==> config.mk <==
export PLATFORM = sky130hd
export DESIGN_NAME = mmode_flow_unit
export DESIGN_NICKNAME = d
export VERILOG_FILES = /design/src/rtl/mmode_pkg.sv /design/src/rtl/mmode_decode.sv /design/src/rtl/mmode_push_seq.sv /design/src/rtl/mmode_flow_unit.sv
export SDC_FILE = /design/constraint.sdc
export NUM_CORES = 1
export LEC_CHECK = 0
export BUFFER_PORTS_ARGS = -buffer_cell sky130_fd_sc_hd__buf_2
export CAP_MARGIN = 20
export CORE_ASPECT_RATIO = 1.25
export CORE_MARGIN = 10
export CORE_UTILIZATION = 52
export DETAILED_ROUTE_END_ITERATION = 8
export HOLD_SLACK_MARGIN = 0.03
export PLACE_DENSITY = 0.81
export RECOVER_POWER = 100
export SLEW_MARGIN = 20
export SYNTH_ARGS = -nofsm -noshare
export SYNTH_HDL_FRONTEND = slang
export SYNTH_SLANG_ARGS = --single-unit
export TNS_END_PERCENT = 1
==> constraint.sdc <==
create_clock -name clk -period 2.8 [get_ports clk]
set_input_delay 0.56 -clock clk [delete_from_list [all_inputs] [get_ports clk]]
set_output_delay 0.56 -clock clk [all_outputs]
set_load 0.03 [all_outputs]
==> src/rtl/mmode_pkg.sv <==
package mmode_pkg;
    localparam int AW  = 24;          // wide address width
    localparam int OW  = 16;          // compatibility offset width
    localparam int BW  = 8;           // byte width
    localparam int PW  = AW - OW;     // page byte width
    localparam int STW = 2;           // push step counter width

    typedef enum logic [1:0] {
        SFX_NONE = 2'd0,
        SFX_LL   = 2'd1,
        SFX_SL   = 2'd2,
        SFX_SS   = 2'd3
    } sfx_e;

    typedef enum logic [2:0] {
        K_NONE,
        K_JP_FULL,
        K_JP_SHORT,
        K_RST_FULL,
        K_RST_SHORT,
        K_RST_MARK
    } kind_e;

    typedef enum logic [1:0] {
        ST_IDLE,
        ST_PUSH,
        ST_FIN
    } state_e;
endpackage

==> src/rtl/mmode_decode.sv <==
module mmode_decode
    import mmode_pkg::*;
(
    input  logic       op_i,
    input  logic [1:0] sfx_i,
    input  logic       adl_i,
    output kind_e      kind_o,
    output logic       illegal_o
);
    sfx_e sfx;
    assign sfx = sfx_e'(sfx_i);

    always_comb begin
        kind_o    = K_NONE;
        illegal_o = 1'b0;
        if (adl_i) begin
            if (!op_i) begin
                case (sfx)
                    SFX_NONE, SFX_LL: kind_o = K_JP_FULL;
                    SFX_SL:           kind_o = K_JP_SHORT;
                    default:          illegal_o = 1'b1;
                endcase
            end else if (sfx == SFX_NONE) begin
                kind_o = K_RST_FULL;
            end else begin
                illegal_o = 1'b1;
            end
        end else begin
            if (op_i && sfx == SFX_NONE)    kind_o = K_RST_SHORT;
            else if (op_i && sfx == SFX_SS) kind_o = K_RST_MARK;
            else                            illegal_o = 1'b1;
        end
    end
endmodule

==> src/rtl/mmode_push_seq.sv <==
module mmode_push_seq
    import mmode_pkg::*;
(
    input  kind_e          kind_i,
    input  logic [STW-1:0] step_i,
    input  logic [AW-1:0]  pc_i,
    input  logic [OW-1:0]  sps_i,
    input  logic [AW-1:0]  spl_i,
    input  logic [PW-1:0]  mbase_i,
    output logic           long_o,
    output logic [AW-1:0]  addr_o,
    output logic [BW-1:0]  data_o,
    output logic           last_o
);
    localparam logic [BW-1:0] MARK_BYTE = BW'(2);

    logic [OW-1:0] sps_dec;
    logic [AW-1:0] spl_dec;

    assign sps_dec = sps_i - OW'(1);
    assign spl_dec = spl_i - AW'(1);

    always_comb begin
        long_o = 1'b0;
        data_o = '0;
        last_o = 1'b0;
        case (kind_i)
            K_RST_FULL: begin
                long_o = 1'b1;
                case (step_i)
                    STW'(0): data_o = pc_i[AW-1:OW];
                    STW'(1): data_o = pc_i[OW-1:BW];
                    default: data_o = pc_i[BW-1:0];
                endcase
                last_o = (step_i == STW'(2));
            end
            K_RST_SHORT, K_RST_MARK: begin
                case (step_i)
                    STW'(0): data_o = pc_i[OW-1:BW];
                    STW'(1): data_o = pc_i[BW-1:0];
                    default: begin
                        data_o = MARK_BYTE;
                        long_o = 1'b1;
                    end
                endcase
                last_o = (kind_i == K_RST_SHORT) ? (step_i == STW'(1))
                                                 : (step_i == STW'(2));
            end
            default: ;
        endcase
        addr_o = long_o ? spl_dec : {mbase_i, sps_dec};
    end
endmodule

==> src/rtl/mmode_flow_unit.sv <==
module mmode_flow_unit
    import mmode_pkg::*;
#(
    parameter logic [23:0] RESET_PC  = 24'h000000,
    parameter logic        RESET_ADL = 1'b1,
    parameter logic [15:0] RESET_SPS = 16'h0000,
    parameter logic [23:0] RESET_SPL = 24'h000000
) (
    input  logic        clk,
    input  logic        rst_n,
    input  logic        start_i,
    input  logic        op_i,
    input  logic [1:0]  sfx_i,
    input  logic [23:0] reg_i,
    input  logic [7:0]  vec_i,
    input  logic [7:0]  mbase_i,
    output logic [23:0] pc_o,
    output logic [23:0] fetch_addr_o,
    output logic        adl_o,
    output logic [15:0] sps_o,
    output logic [23:0] spl_o,
    output logic        busy_o,
    output logic        done_o,
    output logic        illegal_o,
    output logic        wr_en_o,
    output logic [23:0] wr_addr_o,
    output logic [7:0]  wr_data_o
);
    typedef struct packed {
        state_e         state;
        kind_e          kind;
        logic [STW-1:0] step;
        logic           ill;
        logic [BW-1:0]  vec;
        logic [AW-1:0]  pc;
        logic           adl;
        logic [OW-1:0]  sps;
        logic [AW-1:0]  spl;
    } regs_t;

    regs_t r_q, r_d;

    kind_e         dec_kind;
    logic          dec_ill;
    logic          push_long;
    logic [AW-1:0] push_addr;
    logic [BW-1:0] push_data;
    logic          push_last;

    mmode_decode u_dec (
        .op_i      (op_i),
        .sfx_i     (sfx_i),
        .adl_i     (r_q.adl),
        .kind_o    (dec_kind),
        .illegal_o (dec_ill)
    );

    mmode_push_seq u_push (
        .kind_i  (r_q.kind),
        .step_i  (r_q.step),
        .pc_i    (r_q.pc),
        .sps_i   (r_q.sps),
        .spl_i   (r_q.spl),
        .mbase_i (mbase_i),
        .long_o  (push_long),
        .addr_o  (push_addr),
        .data_o  (push_data),
        .last_o  (push_last)
    );

    always_comb begin
        r_d = r_q;
        case (r_q.state)
            ST_IDLE: begin
                if (start_i) begin
                    r_d.kind = dec_kind;
                    r_d.ill  = dec_ill;
                    r_d.vec  = vec_i;
                    r_d.step = '0;
                    if (dec_ill) begin
                        r_d.state = ST_FIN;
                    end else begin
                        case (dec_kind)
                            K_JP_FULL: begin
                                r_d.pc    = reg_i;
                                r_d.state = ST_FIN;
                            end
                            K_JP_SHORT: begin
                                r_d.pc[OW-1:0] = reg_i[OW-1:0];
                                r_d.adl        = 1'b0;
                                r_d.state      = ST_FIN;
                            end
                            default: r_d.state = ST_PUSH;
                        endcase
                    end
                end
            end
            ST_PUSH: begin
                if (push_long) r_d.spl = r_q.spl - AW'(1);
                else           r_d.sps = r_q.sps - OW'(1);
                r_d.step = r_q.step + STW'(1);
                if (push_last) begin
                    if (r_q.kind == K_RST_FULL) r_d.pc = {{(AW-BW){1'b0}}, r_q.vec};
                    else                        r_d.pc[OW-1:0] = {{(OW-BW){1'b0}}, r_q.vec};
                    r_d.state = ST_FIN;
                end
            end
            default: begin
                r_d.state = ST_IDLE;
            end
        endcase
    end

    always_ff @(posedge clk) begin
        if (!rst_n) begin
            r_q.state <= ST_IDLE;
            r_q.kind  <= K_NONE;
            r_q.step  <= '0;
            r_q.ill   <= 1'b0;
            r_q.vec   <= '0;
            r_q.pc    <= RESET_PC;
            r_q.adl   <= RESET_ADL;
            r_q.sps   <= RESET_SPS;
            r_q.spl   <= RESET_SPL;
        end else begin
            r_q <= r_d;
        end
    end

    assign pc_o         = r_q.pc;
    assign adl_o        = r_q.adl;
    assign sps_o        = r_q.sps;
    assign spl_o        = r_q.spl;
    assign fetch_addr_o = r_q.adl ? r_q.pc : {mbase_i, r_q.pc[OW-1:0]};
    assign busy_o       = (r_q.state != ST_IDLE);
    assign done_o       = (r_q.state == ST_FIN);
    assign illegal_o    = done_o && r_q.ill;
    assign wr_en_o      = (r_q.state == ST_PUSH);
    assign wr_addr_o    = push_addr;
    assign wr_data_o    = push_data;


    done_pulse_chk: assert property (@(posedge clk) disable iff (!rst_n)
        done_o |=> !done_o);


    write_done_excl_chk: assert property (@(posedge clk) disable iff (!rst_n)
        done_o |-> !wr_en_o);


    ill_freeze_chk: assert property (@(posedge clk) disable iff (!rst_n)
        illegal_o |-> (pc_o == $past(pc_o) && adl_o == $past(adl_o) &&
                       sps_o == $past(sps_o) && spl_o == $past(spl_o)));


    short_step_chk: assert property (@(posedge clk) disable iff (!rst_n)
        (wr_en_o && !push_long) |=> (sps_o == $past(sps_o) - 16'd1 && $stable(spl_o)));


    long_step_chk: assert property (@(posedge clk) disable iff (!rst_n)
        (wr_en_o && push_long) |=> (spl_o == $past(spl_o) - 24'd1 && $stable(sps_o)));


    pc_hold_chk: assert property (@(posedge clk) disable iff (!rst_n)
        (wr_en_o && !push_last) |=> $stable(pc_o));


    adl_rise_chk: assert property (@(posedge clk) disable iff (!rst_n)
        !$rose(adl_o));
endmodule

# [Word level (Yosys, flattened, before mapping)]
# Index checks and enable logic that the tools add are counted.
# W data, S select, Z words.
[op_classes] reduce_logical=21 mux=34 eq_ne=18 n_bitwise=2 addsub=3
[op_table] op="$mux W24" count=3
[op_table] op="$pmux W24 S2" count=1
[op_table] op="$pmux W8 S2" count=3
[op_table] op="$mux W41" count=1
[op_table] op="$mux W25" count=1
[op_table] op="$sub A24 B1 Y24 const B" count=1
[op_table] op="$mux W16" count=1
[op_table] op="$mux W8" count=2
[op_table] op="$sub A16 B1 Y16 const B" count=1
[op_table] op="$mux W3" count=4
[op_table] op="$pmux W2 S2" count=3
[op_table] op="$reduce_and A2 Y1" count=5
[op_table] op="$mux W1" count=9
[op_table] op="$eq A2 B2 Y1 const B" count=4
[op_table] op="$mux W2" count=4
[op_table] op="$reduce_or A2 Y1" count=4
[op_table] op="$eq A2 B1 Y1 const B" count=3
[op_table] op="$eq A3 B2 Y1 const B" count=2
[op_table] op="$eq A3 B3 Y1 const B" count=2
[op_table] op="$logic_not A2 Y1" count=3
[op_table] op="$ne A2 B1 Y1 const B" count=3
[op_table] op="$ne A2 B2 Y1 const B" count=3
[op_table] op="$reduce_and A6 Y1" count=1
[op_table] op="$reduce_and A5 Y1" count=1
[op_table] op="8 further kinds" count=13
[totals] register_bits=81 input_bits=46 word_cells=88 out_inout_bits=125

# [Logic depth before layout (Yosys ltp)]
# Gate-level depths: netlist of run 1.
[depth] word_depth=11 ltp_mapped=9 ltp_nobuf=7

# [Cells and area by module]
# From an unflattened synthesis of run 1, not the netlist that was laid out.
[hier_totals] hier_cells=700 area_unflattened_um2=5541.6
[modules_own_cells] module="mmode_flow_unit" area_each_um2=4215.3 cells_per_inst=494 n_inst=1 seq_area_each_um2=1621.6
[modules_own_cells] module="mmode_push_seq" area_each_um2=1222.4 cells_per_inst=193 n_inst=1 seq_area_each_um2=0.0
[modules_own_cells] module="mmode_decode" area_each_um2=103.8 cells_per_inst=13 n_inst=1 seq_area_each_um2=0.0

# [Worst setup path after synthesis of run 1]
# Ideal clock, no wire load.
[synth_path] kind="register -> output" from="register r_q, in the netlist spl_o[2]" to="output port wr_addr_o[17]" t_arrival_ns=2.436 stages_incl_launch_ff=8 n_path_buf=2 setup_slack_ns=-0.196 required_time_ns=2.240 path_cell_list="dfxtp_1 buf_6 or4_2 nor4_2 buf_2 nand2_1 xor2_1 o21ai_0"
[synth_via] elab_chain_len=2
[synth_rtl] element="start: declaration" line_no="mmode_flow_unit.sv:41" source="regs_t r_q, r_d;"
[synth_rtl] element="start signal: assignment" line_no="mmode_flow_unit.sv:126" source="r_q <= r_d;"
[synth_rtl] element="$sub A24 B1 Y24" line_no="mmode_push_seq.sv:21" source="assign spl_dec = spl_i - AW'(1);"
[synth_rtl] element="$mux W24" line_no="mmode_push_seq.sv:51" source="addr_o = long_o ? spl_dec : {mbase_i, sps_dec};"
[synth_rtl] element="end: declaration" line_no="mmode_flow_unit.sv:26" source="output logic [23:0] wr_addr_o,"
# Every way passes these cells.

# [Final worst setup path of run 1]
[layout_path] from="register r_q, in the netlist spl_o[2]" to="output port wr_addr_o[21]"
# Same word-level chain as after synthesis.

==> metrics.md, run 1 <==
| Metric | Value |
|---|---|
| Layout cells sized above 1 | `22.3%` |
| Synth Flop Type | `dfxtp_1` |
| Leading area contributor after synthesis | `dfxtp_1` |
| Synth Net Count | `725` |
| Tmin final | `2.95 ns` |
| Outcome | `finished, violations left` |
| CTS tree | `yes` |
| Ant diodes | `0` |
| Synth top area share | `29.9%` |
| First-pass GRT wire length | `26.2 mm` |
| Clock Sinks | `81` |
| Final period util | `105%` |
| CP Data Required Time | `2.24 ns` |
| Relative slew slack | `41.8%` |
| Gp weighted congestion | `0.920` |
| Critical path class | `reg2out` |
| Tightest Pin Transition | `0.873 ns` |
| CP Buf/Inv Count | `3` |
| Max-slew violations | `0` |
| Hold Fails Final Rpt | `0` |
| Fin worst setup slack | `-0.148 ns` |
| DRC errors left | `0` |
| Largest net degree at the start of global routing | `82` |
| Post-synthesis sequential area ratio | `29.9%` |
| Starting DRT DRC Count | `263` |
| Vias in the first global route | `5153` |
| Final wirelength | `16.5 mm` |
| Synth Cell Area | `0.00542 mm²` |
| Initial Util | `53.4%` |
| Global route overflow | `0` |
| Fin nets | `829` |
| Critical path cell sequence | `buf_6, or4_4, nor4_4, buf_4, nor2b_2, xnor2_1, o21ai_0, buf_4` |
| PwrDens | `529 mW/mm²` |
| CTS max path bufs | `2` |
| Initial antenna violation count | `0` |
| Via count | `5117` |
| Leading cell type in the layout, fill and taps excluded | `clkbuf_1` |
| Slowest cell on the critical path | `or4_4` |
| Setup crit end kind | `primary output` |
| Gate Count Post-Synth | `674` |
| Rows | `41` |
| Clock Skew | `0.00637 ns` |
| FF-to-FF setup slack | `0.11 ns` |
| CP dominant cell by count | `buf_4` |
| Netlist cell types | `53` |
| Most frequent cells in the layout | `clkbuf_1 (95), dfxtp_1 (78), buf_2 (64)` |
| Placeable Area | `0.0102 mm²` |
| Fin util | `62.8%` |
| Crit-path max FO | `5` |
| Routed Antenna Nets | `0` |
| VDD IR-drop max | `0.000573 V` |
| Startpoint Class | `register` |
| Top delay family on crit path | `simple AND/OR/NAND/NOR gates` |
| Max-cap violations | `0` |
| Full die area | `0.0149 mm²` |
| Die height | `134 µm` |
| Die width | `111 µm` |
| Hold crit path type | `in2reg` |
| HPWL after detailed placement | `12.1 mm` |
| Worst path max stage delay | `0.60 ns` |
| Inserted Clock Buffers | `9` |
| Fmax | `339 MHz` |
| Layout area overhead | `17.7%` |
| Global router's overall resource usage | `20.9%` |
| Clock-pin slew on the worst setup and hold paths | `0.06 ns` |
| H-Tree Depth | `3` |
| Synth Area per Inst | `8.04 µm²` |
| # IOs | `171` |
| Final TNS setup | `-0.888 ns` |
| WP data arrival | `2.39 ns` |
| Setup-violating endpoint count in the final report | `11` |
| Clk_lat worst skew | `0.35 ns` |
| Register bit total from synthesis | `81` |
| Clock root cell | `clkbuf_16` |
| Initial DRT Pass Iterations | `5` |
| Failing checks | `negative setup slack` |
| Hold_buf cts | `0` |
| Fraction of registers with async set or reset after synthesis | `0%` |
| Top post-synthesis cells by area | `dfxtp_1 (30%), buf_4 (11%), xnor2_1 (6.3%)` |
| Number of synthesized flops with an enable pin | `0` |
| DR vias/cell | `5.61` |
| WL/cell | `18.1 µm` |
| Synthesis Warnings | `0` |
| IO buf count | `170` |
| RSZ-0062 raised after global routing | `true` |
| Total leakage power | `2.68 nW` |
==> area by class of cell <==
cell class | count | area (µm²)
clock inverters | 6 | 115
inverters | 9 | 33.8
fillers | 886 | 3780
clock buffers | 10 | 239
multi-input cells | 463 | 3110
well taps | 129 | 161
repair buffers | 214 | 1090
flip-flops and latches | 81 | 1630
==> path summary, 6_finish.rpt <==
check / from / to / cells past startpoint
min: vec_i[5] / r_q[70]$_SDFFE_PN0P_ / 3
max reg2reg: r_q[74]$_SDFFE_PN0P_ / spl_o[17]$_SDFFE_PN0P_ / 8
max: spl_o[2]$_SDFFE_PN0P_ / wr_addr_o[21] / 8
min reg2reg: r_q[73]$_SDFFE_PN0P_ / r_q[73]$_SDFFE_PN0P_ / 2
==> worst reg2reg max path: stages (launching register included) <==
cell      delay, ns
dfxtp_1        0.34
inv_1          0.08
ha_1           0.23
or4b_1         0.57
a21oi_1        0.18
clkbuf_1       0.68
nand3_1        0.19
xnor2_1        0.17
and2_1         0.16
==> timing repair <==
item | in CTS | in global routing
gates resized for setup | 26 | 17
cloned | 1 | 0
buffers inserted | 6 | 3
setup endpoints to repair | 16 | 18
pin swaps | 6 | 6
==> cells in the mapped netlist, types with 2 or more instances <==
library cell,count
buf_4,81
dfxtp_1,81
nand2_1,61
xnor2_1,39
and2_1,38
a21boi_0,33
clkbuf_1,33
nor2_1,31
a21oi_1,30
xor2_1,30
nand3_1,28
o21ai_0,27
nor3_1,21
nand2b_1,18
a22oi_1,16
nor4_1,13
inv_1,9
mux2_2,8
a221o_1,7
or3_1,7
buf_2,6
nor2b_1,6
ha_1,5
or4_4,4
and3b_1,3
mux2i_1,3
a211oi_2,2
a22o_1,2
a31oi_1,2
nand4_1,2
nand4b_1,2
nor3b_1,2
nor4b_1,2
o211a_1,2
or4_1,2
==> through the flow <==
| step | hold WS (ns) | instance area (µm²) | worst slack, ns | std cells | total power (W) |
|---|---|---|---|---|---|
| 6_report | 0.463 | 6380 | -0.148 | 912 | 0.00337 |
| 5_1_grt | 0.476 | 6380 | -0.214 | 912 | 0.00349 |
| 4_1_cts | 0.460 | 6430 | -0.178 | 909 | 0.00338 |
| 3_5_place_dp | 0.459 | 5940 | 0.0906 | 886 | 0.00198 |
| 3_3_place_gp | 0.450 | 5940 | 0.153 | 886 | 0.00196 |
| 2_1_floorplan | 0.439 | 5420 | -0.176 | 674 | 0.00179 |
==> per-layer routing <==
metal  part of all wire [%]  GRT usage [%]  wire length (µm)  vias to the layer above
met5                      0              0                 0                        -
met4                    2.5           9.08               407                        0
met3                    7.3           5.67              1210                       34
met2                     50           35.9              8210                      217
met1                     40           23.7              6650                     2421
li1                       -              -                 -                     2445
==> state kept, by name, indices dropped and copies added (netlist names) <==
| signal | cells |
|---|---|
| adl_o | 1 |
| pc_o | 24 |
| r_q | 16 |
| spl_o | 24 |
| sps_o | 16 |
==> where the power goes <==
part,total [W],internal [W],switching (W),leakage (nW)
clock,0.00140,0.000898,0.000498,0.169
sequential,0.00123,0.00119,0.0000458,0.658
combinational,0.000744,0.000258,0.000486,1.85
==> cell families after synthesis <==
logic type	synth area share [%]
AOI/OAI and AO/OA	16.1
xor gates and xnor gates	11.1
adders and majority gates	1.15
buffers and inverters	14.9
DFF	29.9
muxes	2.22
and+or+nand+nor	24.6
No activity file was read; power rests on OpenSTA's default activity.
==> run 2, diff against run 1 <==
- SETUP_SLACK_MARGIN: default -> 0.5
==> run 2 against run 1 <==
The run ends with max-capacitance violations, max-slew violations, negative setup slack left. Final area rose by 8.3%. Clock power shrank 14%. Power down 0.76%. Setup slack got worse by 0.022 ns. Sequential power about the same. Critical endpoint is now wr_addr_o[12]. Largest cell class unchanged. Highest routed layer unchanged.
==> metrics.md, run 2 (synthesis results as in run 1) <==
| Metric | Value |
|---|---|
| Vias in the first global route | `5176` |
| Global route overflow | `0` |
| Largest net degree at the start of global routing | `42` |
| DRC errors left | `0` |
| Area after DPL | `0.00610 mm²` |
| Total leakage power | `3.15 nW` |
| Setup-violating endpoint count in the final report | `10` |
| CTS max path bufs | `2` |
| Startpoint Class | `register` |
| Clock Skew | `0.00705 ns` |
| Tightest Pin Transition | `1.55 ns` |
| Outcome | `finished, violations left` |
| Worst hold stages | `2` |
| PwrDens | `485 mW/mm²` |
| Failing checks | `max-capacitance violations, max-slew violations, negative setup slack` |
| Final Instance Area | `0.00691 mm²` |
| DR vias/cell | `5.59` |
| HPWL after detailed placement | `12.0 mm` |
| Rows | `41` |
| Initial DRT Pass Iterations | `4` |
| Inserted Clock Buffers | `9` |
| Clk_lat worst skew | `0.34 ns` |
| Global router's overall resource usage | `20.5%` |
| Routed Antenna Nets | `0` |
| Initial Util | `53.4%` |
| DP Worst Slack | `0.124 ns` |
| Tmin final | `2.97 ns` |
| Clock-pin slew on the worst setup and hold paths | `0.06 ns` |
| Hold Fails Final Rpt | `0` |
| Initial antenna violation count | `0` |
| Fmax | `337 MHz` |
| Relative slew slack | `-3.54%` |
| Final wirelength | `16.9 mm` |
| Layout cells sized above 1 | `41.2%` |
| Fin nets | `823` |
| Final period util | `106%` |
| Via count | `5068` |
| Starting DRT DRC Count | `184` |
| VDD IR-drop max | `0.000391 V` |
| Full die area | `0.0149 mm²` |
| First-pass GRT wire length | `25.7 mm` |
| H-Tree Depth | `3` |
| Ant diodes | `0` |
| Register area | `0.00164 mm²` |
| Clock Sinks | `81` |
| Fin worst setup slack | `-0.170 ns` |
| IO buf count | `170` |
| Layout area overhead | `27.4%` |
| Clock root cell | `clkbuf_16` |
| Die width | `111 µm` |
| RSZ-0062 raised after global routing | `true` |
| Fillers | `783` |
| R2R cell count | `7` |
| Final TNS setup | `-0.854 ns` |
| Max-slew violations | `42` |
| Most frequent cells in the layout | `buf_2 (144), dfxtp_1 (69), nand2_1 (61)` |
| Gp weighted congestion | `0.861` |
| Hold_buf cts | `0` |
| Max-cap violations | `1` |
| CP Data Required Time | `2.24 ns` |
| WP data arrival | `2.41 ns` |
| Crit-path max FO | `5` |
| Multi-input logic area | `0.00345 mm²` |
| Critical path class | `reg2out` |
| # IOs | `171` |
| CTS tree | `yes` |
| Setup crit end kind | `primary output` |
| Leading cell type in the layout, fill and taps excluded | `buf_2` |
| WL/cell | `18.6 µm` |
| Hold crit path type | `reg2reg` |
| Die height | `134 µm` |
| Placeable Area | `0.0102 mm²` |
==> run 2: stage by stage <==
stage	total power, W	hold slack, ns	util (%)	instances
final	0.00335	0.459	68.0	906
after floorplan	0.00187	0.439	-	674
after detailed placement	0.00207	0.454	60.1	881
after global placement	0.00205	0.451	60.1	881
after global routing	0.00347	0.488	68.0	906
after CTS	0.00330	0.462	65.7	901
==> run 2: worst max-delay path, stage by stage (launching register included) <==
cell and delay [ns]:
dfxtp_4 0.36, inv_4 0.06, ha_4 0.12, or4b_4 0.47, or4_4 0.52, xnor2_2 0.18
nor2_2 0.07, a21oi_4 0.13, buf_6 0.15
==> run 2: final cells by class <==
class,instances,share of cell area (%)
inverter,9,0.598
clock buffer,10,3.46
multi-input combinational,463,49.9
tap,129,2.34
sequential,81,23.8
clock inverter,6,0.978
timing repair buffer,208,18.9
==> run 2: metal layers <==
metal,GRT usage [%],wire [µm],vias up
li1,-,-,2428
met1,22.9,6660,2420
met2,36.7,8760,198
met3,4.91,1100,22
met4,7.87,350,0
met5,0,0,-
==> run 2: power breakdown <==
group	leakage, nW	total, W	switching, W	internal (W)
logic	2.34	0.000905	0.000547	0.000357
clock network	0.145	0.00121	0.000493	0.000716
registers	0.663	0.00123	0.0000482	0.00119
total	3.15	0.00335	0.00109	0.00226
==> run 2: path summary, 6_finish.rpt <==
path | start | to | slack [ns]
max | spl_o[1]$_SDFFE_PN0P_ | wr_addr_o[12] | -0.17
min | r_q[73]$_SDFFE_PN0P_ | r_q[73]$_SDFFE_PN0P_ | 0.46
max reg2reg | spl_o[1]$_SDFFE_PN0P_ | spl_o[12]$_SDFFE_PN0P_ | 0.56
min reg2reg | r_q[73]$_SDFFE_PN0P_ | r_q[73]$_SDFFE_PN0P_ | 0.46
==> run 2: timing repair <==
item | CTS | global route
gates cloned | 0 | 1
pin swaps | 19 | 19
setup endpoints to repair | 42 | 47
resized for setup | 69 | 54
setup buffers | 4 | 4
